===== config.mk =====
export PLATFORM = sky130hd
export DESIGN_NAME = trip_prog_seq
export DESIGN_NICKNAME = d
export VERILOG_FILES = /design/src/rtl/trip_prog_pkg.sv /design/src/rtl/trip_prog_qualify.sv /design/src/rtl/trip_prog_fsm.sv /design/src/rtl/trip_prog_strobe.sv /design/src/rtl/trip_prog_seq.sv
export SDC_FILE = /design/constraint.sdc
export NUM_CORES = 1
export LEC_CHECK = 0
export ABC_AREA = 1
export BUFFER_PORTS_ARGS = -buffer_cell sky130_fd_sc_hd__buf_4
export CAP_MARGIN = 20
export CORE_AREA = 4 4 49 51
export CTS_BUF_LIST = sky130_fd_sc_hd__clkbuf_16
export DETAILED_ROUTE_END_ITERATION = 10
export DIE_AREA = 0 0 53 55
export PLACE_DENSITY = 0.57
export SETUP_SLACK_MARGIN = 0.1
export SYNTH_ARGS = -nofsm -noshare
export SYNTH_HDL_FRONTEND = slang
export SYNTH_SLANG_ARGS = --single-unit

===== constraint.sdc =====
create_clock -name clk -period 2.4 [get_ports clk]
set_clock_uncertainty 0.05 [all_clocks]
set_input_delay 0.48 -clock clk [delete_from_list [all_inputs] [get_ports clk]]
set_output_delay 0.48 -clock clk [all_outputs]
set_load 0.03 [all_outputs]

===== src/rtl/trip_prog_pkg.sv =====
package trip_prog_pkg;

  typedef enum logic [2:0] {
    OP_NONE    = 3'd0,
    OP_SET_PRI = 3'd1,
    OP_SET_SEC = 3'd2,
    OP_CLR_PRI = 3'd3,
    OP_CLR_SEC = 3'd4
  } trip_op_e;

  localparam int unsigned NUM_OPS = 4;

  // Map a data byte to the threshold operation it requests.
  function automatic trip_op_e code_to_op(input logic [7:0] code);
    trip_op_e op;
    case (code)
      8'h01:   op = OP_SET_PRI;
      8'h0D:   op = OP_SET_SEC;
      8'h03:   op = OP_CLR_PRI;
      8'h0F:   op = OP_CLR_SEC;
      default: op = OP_NONE;
    endcase
    return op;
  endfunction

endpackage


===== src/rtl/trip_prog_qualify.sv =====
module trip_prog_qualify
  import trip_prog_pkg::*;
#(
  parameter int unsigned ADDR_W      = 13,
  parameter logic [7:0]  DEV_SEL     = 8'hD8,
  parameter int unsigned TARGET_ADDR = 0
) (
  input  logic              hv_present,
  input  logic [7:0]        wr_dev,
  input  logic [ADDR_W-1:0] wr_addr,
  input  logic [7:0]        wr_data,
  output trip_op_e          qual_op
);
  localparam logic [ADDR_W-1:0] TGT = ADDR_W'(TARGET_ADDR);

  logic dev_match;
  logic addr_match;

  assign dev_match  = (wr_dev == DEV_SEL);
  assign addr_match = (wr_addr == TGT);

  always_comb begin
    if (hv_present && dev_match && addr_match) qual_op = code_to_op(wr_data);
    else                                       qual_op = OP_NONE;
  end

endmodule


===== src/rtl/trip_prog_fsm.sv =====
module trip_prog_fsm
  import trip_prog_pkg::*;
(
  input  logic     clk,
  input  logic     rst_n,
  input  logic     hv_present,
  input  logic     wr_done,
  input  trip_op_e qual_op,
  input  logic     stop_evt,
  input  logic     rst_pin_lvl,
  output trip_op_e act_op,
  output logic     busy
);
  trip_op_e armed_q;
  trip_op_e act_q;

  // Named internal events for the checks below.
  logic idle;
  logic start_evt;
  logic finish_evt;
  logic arm_evt;

  assign idle       = (act_q == OP_NONE);
  assign start_evt  = idle && stop_evt && hv_present && (armed_q != OP_NONE);
  assign finish_evt = !idle && !rst_pin_lvl;
  assign arm_evt    = idle && !stop_evt && wr_done;

  always_ff @(posedge clk or negedge rst_n) begin
    if (!rst_n) begin
      armed_q <= OP_NONE;
      act_q   <= OP_NONE;
    end else if (!idle) begin
      if (finish_evt) act_q <= OP_NONE;
    end else if (stop_evt) begin
      if (start_evt) act_q <= armed_q;
      armed_q <= OP_NONE;
    end else if (arm_evt) begin
      armed_q <= qual_op;
    end
  end

  assign act_op = act_q;
  assign busy   = !idle;

  // a stop while armed with the programming voltage starts the operation
  a_r3_start: assert property (@(posedge clk) disable iff (!rst_n)
    start_evt |=> (busy && act_op == $past(armed_q)));

  // held unchanged while the reset pin stays high
  a_r4_hold: assert property (@(posedge clk) disable iff (!rst_n)
    (busy && rst_pin_lvl) |=> (busy && $stable(act_op)));

  // pulling the reset pin low ends the operation
  a_r5_finish: assert property (@(posedge clk) disable iff (!rst_n)
    (busy && !rst_pin_lvl) |=> !busy);

  // busy only ever rises after a stop with the programming voltage
  a_r8_rise_cause: assert property (@(posedge clk) disable iff (!rst_n)
    $rose(busy) |-> ($past(stop_evt) && $past(hv_present)));

  // nothing is left armed when an operation completes
  a_r7_clean_exit: assert property (@(posedge clk) disable iff (!rst_n)
    busy |-> (armed_q == OP_NONE));

endmodule


===== src/rtl/trip_prog_strobe.sv =====
module trip_prog_strobe
  import trip_prog_pkg::*;
(
  input  trip_op_e             act_op,
  output logic [NUM_OPS-1:0]   strobe
);
  for (genvar i = 0; i < NUM_OPS; i++) begin : g_strobe
    assign strobe[i] = (act_op == trip_op_e'(i + 1));
  end
endmodule


===== src/rtl/trip_prog_seq.sv =====
module trip_prog_seq
  import trip_prog_pkg::*;
#(
  parameter int unsigned ADDR_W      = 13,
  parameter logic [7:0]  DEV_SEL     = 8'hD8,
  parameter int unsigned TARGET_ADDR = 0
) (
  input  logic              clk,
  input  logic              rst_n,
  input  logic              hv_present,
  input  logic              wr_done,
  input  logic [7:0]        wr_dev,
  input  logic [ADDR_W-1:0] wr_addr,
  input  logic [7:0]        wr_data,
  input  logic              stop_evt,
  input  logic              rst_pin_lvl,
  output logic              trip_set_pri,
  output logic              trip_set_sec,
  output logic              trip_clr_pri,
  output logic              trip_clr_sec,
  output logic              busy
);
  trip_op_e             qual_op;
  trip_op_e             act_op;
  logic [NUM_OPS-1:0]   strobe;

  trip_prog_qualify #(
    .ADDR_W      (ADDR_W),
    .DEV_SEL     (DEV_SEL),
    .TARGET_ADDR (TARGET_ADDR)
  ) u_qualify (
    .hv_present (hv_present),
    .wr_dev     (wr_dev),
    .wr_addr    (wr_addr),
    .wr_data    (wr_data),
    .qual_op    (qual_op)
  );

  trip_prog_fsm u_fsm (
    .clk         (clk),
    .rst_n       (rst_n),
    .hv_present  (hv_present),
    .wr_done     (wr_done),
    .qual_op     (qual_op),
    .stop_evt    (stop_evt),
    .rst_pin_lvl (rst_pin_lvl),
    .act_op      (act_op),
    .busy        (busy)
  );

  trip_prog_strobe u_strobe (
    .act_op (act_op),
    .strobe (strobe)
  );

  assign trip_set_pri = strobe[0];
  assign trip_set_sec = strobe[1];
  assign trip_clr_pri = strobe[2];
  assign trip_clr_sec = strobe[3];

  // never more than one threshold strobe at a time
  a_r9_onehot0: assert property (@(posedge clk) disable iff (!rst_n)
    $onehot0({trip_clr_sec, trip_clr_pri, trip_set_sec, trip_set_pri}));

  // busy and the strobes agree
  a_r4_busy_strobe: assert property (@(posedge clk) disable iff (!rst_n)
    busy == (trip_set_pri | trip_set_sec | trip_clr_pri | trip_clr_sec));

endmodule


# --- Yosys cells after proc, flatten, opt, wreduce, memory -nomap -nowiden ---
# Cells that the tools add are included.
totals:
  regBits: 6
  latchBits: 0
  ramBits: 0
  mem_bits_ro: 0
  out_inout_bits: 5
  elab_cells: 39
  n_memories: 0
classes:
  addsub: 0
  multipliers: 0
  div_mod_pow: 0
  order_cmp: 0
  eq_ne: 11
  n_shift: 0
  n_mux: 8
  bitwise: 0
  reduce_logical: 18
ops:
  columns: ["op", "count"]
  rows:
  - ["3-bit 2-to-1 mux", 7]
  - ["8-bit by 4-bit equality test with 1-bit output, second input constant", 2]
  - ["13-bit zero test", 1]
  - ["3-bit one-hot mux with 4 select lines", 1]
  - ["8-bit by 1-bit equality test with 1-bit output, second input constant", 1]
  - ["8-bit by 2-bit equality test with 1-bit output, second input constant", 1]
  - ["8-bit equality test, second input constant", 1]
  - ["1-bit logical AND", 8]
  - ["3-bit by 2-bit equality test with 1-bit output, second input constant", 2]
  - ["2-bit != test, second input constant", 2]
  - ["2-bit nonzero test", 2]
  - ["3-bit by 1-bit equality test with 1-bit output, second input constant", 1]
  - ["3-bit equality test, second input constant", 1]
  - ["1-bit zero test", 3]
  - ["3-bit zero test", 1]
  - ["3-bit AND reduction", 1]
  - ["3-bit nonzero test", 1]
  - ["2-bit AND reduction", 1]

# --- Longest topological paths before layout ---
# Gate-level depths: netlist (run 1).
depth:
  depth_word: 7
  depth_mapped: 8

# --- Hierarchy ---
# A second synthesis (run 1) with hierarchy kept.
hier_totals:
  cells_unflattened: 93
  area_unflattened_um2: 519.2
modules_own_cells:
  columns: ["mod", "instances", "cells_per_inst", "area_each_um2", "seq_area_each_um2"]
  rows:
  - ["trip_prog_fsm", 1, 38, 300.3, 150.1]
  - ["trip_prog_qualify", 1, 45, 181.4, 0.0]
  - ["trip_prog_strobe", 1, 10, 37.5, 0.0]

# --- Least setup slack after synthesis (run 1) ---
# OpenSTA, ideal clock, no wires.
synth_timing:
  path_type: "reg2out"
  start: "reg u_fsm.act_q[1] (netlist: u_fsm.act_op[1])"
  end: "out trip_clr_pri"
  t_arrival_ps: 1171
  required_ps: 1870
  setup_slack_ps: 699
  stages_incl_launch_ff: 3
  path_cell_list: "dfrtp_1 -> inv_1 -> nor3_1"
synth_via:
  elab_chain_cells: 1
synth_rtl:
  columns: ["element", "line", "rtl"]
  rows:
  - ["start, declared", "trip_prog_fsm.sv:15", "trip_op_e act_q;"]
  - ["start signal, assigned", "trip_prog_fsm.sv:35", "if (start_evt) act_q <= armed_q;"]
  - ["3-bit by 2-bit equality test with 1-bit output", "trip_prog_strobe.sv:8", "assign strobe[i] = (act_op == trip_op_e'(i + 1));"]
  - ["end, declared", "trip_prog_seq.sv:19", "output logic trip_clr_pri,"]
# No other way between the ends.

# --- Worst setup path in the final report (run 1) ---
layout_timing:
  start: "reg u_fsm.act_q[2] (netlist: u_fsm.act_op[2])"
  end: "out trip_set_sec"
layout_via:
  elab_chain_cells: 1
layout_rtl:
  columns: ["element", "line", "rtl"]
  rows:
  - ["3-bit by 2-bit equality test with 1-bit output", "trip_prog_strobe.sv:8", null]
  - ["end, declared", "trip_prog_seq.sv:18", "output logic trip_set_sec,"]
# No other way between the ends.

==> flow_summary.ini, run 1 <==
[outcome]
run_status = finished, final reports clean

[sta]
report.final.setup_viol = 0
fin_crit_ns = 1.63
post_route_clock_period_utilization_pct = 67.8
timing.final.ws_setup_ns = 0.772
worst_slew_margin_rel_pct = 84.4
timing_hold_violations_final = 0
maximum_clock_rate_mhz = 614
setup-tns-final_ns = 0
hold_ws_ns = 0.00469
worst_pin_slew_ns = 0.234
grt_setup_unrepaired = false
maxSlewViolCount = 0

[grt]
grt_first_pass_wirelength_mm = 2.77
antenna_violations_before_repair = 0
track_usage_pct = 13.0
via_count_of_the_first_global_routing_pass = 724
largest_net_degree_at_the_start_of_global_routing = 7
groute.layer.met2.usage_pct = 24.2
grt.met3_usage_pct = 3.22
grt.met1_usage_pct = 14.0
globalRouteOverflowTotal = 0
global_route.peak_usage_layer = met2

[power]
p_clk_share_pct = 60.5
power.combinational.fraction_pct = 16.6
intPower_mw = 0.360
power_frac_seq_pct = 22.9
power.density_nw_per_um2 = 452
switching_pwr_mw = 0.0835
power.leakage_nw = 0.562
ir_drop_mv = 0.313
total_power_mw = 0.444
power_switching_share_pct = 18.8

[yosys]
synth.avg_cell_area_sq_um = 5.43
postSynthRegisterBits = 6
post_synth_num_cell_types = 15
netlist_instances = 107
synth_top_area_cell = sky130_fd_sc_hd__dfrtp_1
synth_top_area_share_pct = 25.9
number_of_warning_messages_in_the_yosys_log = 0
ys_seq_area_share_pct = 25.9
mappedNetlistNets = 142
netlist_area_sq_um = 581
synth.area.top_cells = sky130_fd_sc_hd__dfrtp_1 (26%), sky130_fd_sc_hd__nand2_1 (25%), sky130_fd_sc_hd__nor2_1 (19%)

[placement]
dpl_cell_area_sq_um = 907
post-dp-hpwl_mm = 1.49
post-place-cells = 173
gp_congestion = 0.777
dpl_worst_slack_ns = 1.00
port_buffers = 39

[cts]
cts.reportedPaths.clkPinSlew_ns = 0.03
cts_setup_buffers = 0
clock_tree.root_cell = sky130_fd_sc_hd__clkbuf_16
clkLatencyLatePin_ns = 0.23
numClockSinks = 6
maximum_root_to_sink_buffer_count = 2
cts_inserted_buffers = 3
cts_resized = 0
hold_buffers = 0
cts_htree_levels = 1
clock_tree_from_tritoncts = yes

[critical_path]
cp-end-kind = output port
critical_path.cell_chain = nor3_1 > buf_4
slowest_cell_on_crit_path = sky130_fd_sc_hd__dfrtp_1
crit_path_max_incr_delay_ns = 0.45
classification_of_the_worst_setup_path = register to output port
critPathRequiredTime_ns = 1.87
crit-reg2reg-capture = u_fsm.armed_q[0]
cp.arrival_ns = 1.10
r2r_cells = 5
cp_max_fo = 6
critical-path-top-delay-family = flip-flops
start_kind = register
r2r_start = u_fsm.act_op[2]
timing.reg2reg.setup_slack_ns = 1.17
critPathBufInv = 1

[detailed_routing]
dr.pass1.iters = 4
route.final.wire_length_mm = 1.64
drt-wirelength-per-cell_microns = 9.32
final_antenna_net_count = 0
drc = 0
num_vias = 753
drt_iter0_markers = 5
via_per_inst = 4.28

[finish]
final_common_cell = sky130_fd_sc_hd__buf_4
finish.utilization_pct = 50.6
synthToLayoutAreaGrowth_pct = 69.2
layout.cells.most_common_list = sky130_fd_sc_hd__buf_4 (39), sky130_fd_sc_hd__nand2_1 (38), sky130_fd_sc_hd__nor2_1 (29)
final_cells = 176
post_route_cells_drive_above_1_share_pct = 31.5
fin_nets = 186
finalInstanceArea_sq_um = 982
insertedDiodeCount = 0

[floorplanning]
die_width_microns = 53
row_count = 16
top_ports = 40
die_h_microns = 55
design.core.area_sq_um = 1940
initial_core_util_pct = 29.9
die_area_sq_um = 2920

[run]
cap_violations = 0

[worst_hold_path]
hp-class = input port to async pin
power by group through the flow:
| stage | sequential [mW] | combinational [mW] | clock, mW |
|---|---|---|---|
| detailed placement | 0.103 | 0.0746 | 0 |
| finish | 0.102 | 0.0736 | 0.269 |
| global route | 0.102 | 0.0830 | 0.281 |
| global placement | 0.103 | 0.0731 | 0 |
| floorplan | 0.103 | 0.0217 | 0 |
| CTS | 0.102 | 0.0749 | 0.272 |
area by class of cell:
class                           count  area [sq um]
Timing Repair Buffer               39           293
Tap cell                           27          33.8
Multi-Input combinational cell     84           367
Clock buffer                        3          75.1
Sequential cell                     6           150
Inverter                           17          63.8
Fill cell                         209           960
registers in the layout (all words and copies together), names as in the netlist:
signal and count:
u_fsm.act_op 3, u_fsm.armed_q 3
how the worst max path moves through the flow:
stage	from	depth (start not counted)	endpoint	slack (ns)
floorplan	u_fsm.act_op[1]	2	trip_clr_pri	0.70
global placement	u_fsm.act_op[1]	3	trip_clr_pri	1.03
detailed placement	u_fsm.act_op[1]	3	trip_set_sec	1.00
CTS	u_fsm.act_op[0]	3	trip_set_pri	0.76
global route	u_fsm.act_op[1]	3	trip_clr_pri	0.62
finish	u_fsm.act_op[2]	2	trip_set_sec	0.77
worst reg2reg max path: stages, from the launching register on:
cell and delay (ns):
sky130_fd_sc_hd__dfrtp_1 0.45, sky130_fd_sc_hd__nor2_4 0.17, sky130_fd_sc_hd__nand3_1 0.16, sky130_fd_sc_hd__nand2_1 0.10, sky130_fd_sc_hd__inv_1 0.04, sky130_fd_sc_hd__o21bai_1 0.14
layer usage:
metal / up-vias / part of all wire [%] / routed length, microns
li1: 404 / - / -
met2: 28 / 52 / 858
met4: 0 / 0.55 / 9
met5: - / 0 / 0
met1: 319 / 39 / 642
met3: 2 / 7.9 / 130
logic make-up (layout without fill, tap and decap cells):
kind of cell	Yosys count	count (layout)	synth area share (%)
AND/OR/NAND/NOR	80	80	58.4
buffers and inverters	17	59	11.0
flip-flops	6	6	25.9
AO/OA/AOI/OAI	4	4	4.74
synthesized netlist by cell type, drive strengths merged:
library cell  number
nand2             39
o211ai             1
o21bai             2
nor3               3
or2                1
dfrtp              6
nand3              4
o21ai              1
nor2              32
inv               17
nand4              1
Note: power is estimated with default switching activity, not from simulation.
==> inputs of run 2 (changes only) <==
==> constraint.sdc (replaced) <==
create_clock -name clk -period 1.7 [get_ports clk]
set_clock_uncertainty 0.05 [all_clocks]
set_input_delay 0.34 -clock clk [delete_from_list [all_inputs] [get_ports clk]]
set_output_delay 0.34 -clock clk [all_outputs]
set_load 0.03 [all_outputs]
==> run 2 against run 1 <==
Via count is 0.80% higher; sequential power is 41% higher; critical path depth stayed put; hold slack better by 0.28 ns; critical endpoint unchanged; cell count is 0.57% higher.
==> flow_summary.ini, run 2 (synthesized netlist as in run 1, its figures left out) <==
[sta]
timing_hold_violations_final = 0
fin_crit_ns = 1.49
maxSlewViolCount = 0
report.final.setup_viol = 0
hold_ws_ns = 0.286
worst_slew_margin_rel_pct = 84.4
setup-tns-final_ns = 0
post_route_clock_period_utilization_pct = 87.6
maximum_clock_rate_mhz = 672
worst_pin_slew_ns = 0.234
grt_setup_unrepaired = false

[floorplanning]
initial_core_util_pct = 29.9
die_h_microns = 55
die_area_sq_um = 2920
design.core.area_sq_um = 1940
row_count = 16
top_ports = 40
die_width_microns = 53

[run]
cap_violations = 0

[grt]
antenna_violations_before_repair = 0
track_usage_pct = 13.1
grt_first_pass_wirelength_mm = 2.79
via_count_of_the_first_global_routing_pass = 736
largest_net_degree_at_the_start_of_global_routing = 7
globalRouteOverflowTotal = 0

[detailed_routing]
route.final.wire_length_mm = 1.66
drt-wirelength-per-cell_microns = 9.36
via_per_inst = 4.29
dr.pass1.iters = 4
final_antenna_net_count = 0
num_vias = 759
drt_iter0_markers = 5
drc = 0

[critical_path]
classification_of_the_worst_setup_path = register to output port
cp-end-kind = output port
cp.arrival_ns = 1.10
crit-reg2reg-capture = u_fsm.armed_q[0]
r2r_cells = 5
cp_max_fo = 6
critPathRequiredTime_ns = 1.31
timing.reg2reg.setup_slack_ns = 0.47
r2r_start = u_fsm.act_op[2]
crit_end = trip_set_sec
crit_path_start = u_fsm.act_op[2]
start_kind = register

[cts]
maximum_root_to_sink_buffer_count = 2
cts_setup_buffers = 0
clock_tree_from_tritoncts = yes
clock_tree.root_cell = sky130_fd_sc_hd__clkbuf_16
numClockSinks = 6
clkLatencyLatePin_ns = 0.23
cts.reportedPaths.clkPinSlew_ns = 0.03
cts_inserted_buffers = 3
cts_htree_levels = 1

[power]
power.leakage_nw = 0.564
total_power_mw = 0.629
ir_drop_mv = 0.448
power.density_nw_per_um2 = 633

[placement]
port_buffers = 39
gp_congestion = 0.777
post-dp-hpwl_mm = 1.49

[finish]
synthToLayoutAreaGrowth_pct = 71.1
final_common_cell = sky130_fd_sc_hd__buf_4
finish.utilization_pct = 51.2
layout.cells.most_common_list = sky130_fd_sc_hd__buf_4 (39), sky130_fd_sc_hd__nand2_1 (38), sky130_fd_sc_hd__nor2_1 (29)
post_route_cells_drive_above_1_share_pct = 32.0
fin_nets = 187
insertedDiodeCount = 0

[worst_hold_path]
worstHoldStart = rst_pin_lvl
hp-class = input port to register

[outcome]
run_status = finished, final reports clean
[run 2: cell count changes in the layout (fill, tap and decap cells not counted), sizes merged]
cell	change
dlygate4sd3	+1
[run 2: power by group]
group | switching, mW | total, mW | internal, mW
logic | 0.0408 | 0.106 | 0.0650
clock network | 0.0780 | 0.380 | 0.302
registers | 0.000000000956 | 0.144 | 0.144
[run 2: through the flow]
stage / area [sq um] / worst slack, ns / instances
CTS: 992 / 0.204 / 177
global placement: 907 / 0.465 / 173
global route: 993 / 0.119 / 177
floorplan: 581 / 0.139 / 107
detailed placement: 907 / 0.440 / 173
finish: 993 / 0.211 / 177
[run 2: final cells by class]
class                      instances  area (sq um)
sequential                         6           151
timing repair buffer              40           303
fill                             207           948
tap                               27          33.8
clock buffer                       3          75.1
multi-input combinational         84           367
inverter                          17          63.8
[run 2: repair_timing]
action,in CTS,in global routing
hold buffers,1,0
endpoints found under the setup margin,0,2
hold endpoints to repair,6,0
gates resized for setup,0,1
[run 2: worst min path at each step]
stage               cells after the start         endpoint
detailed placement                      1  u_fsm.act_op[0]
finish                                  3  u_fsm.act_op[0]
floorplan                               0  u_fsm.act_op[0]
global placement                        1  u_fsm.act_op[0]
CTS                                     3  u_fsm.act_op[0]
global route                            3  u_fsm.act_op[0]
[run 2: metal layers]
metal	GRT usage (%)	routed length, microns
met1	14.0	655
met2	24.6	867
met3	3.22	125
met4	5.11	9
met5	0	0
[run 2: worst max-delay path, cell delays in order, from the launching register on]
cell and delay, ns:
sky130_fd_sc_hd__dfrtp_1 0.45, sky130_fd_sc_hd__nor3_1 0.23, sky130_fd_sc_hd__buf_4 0.19
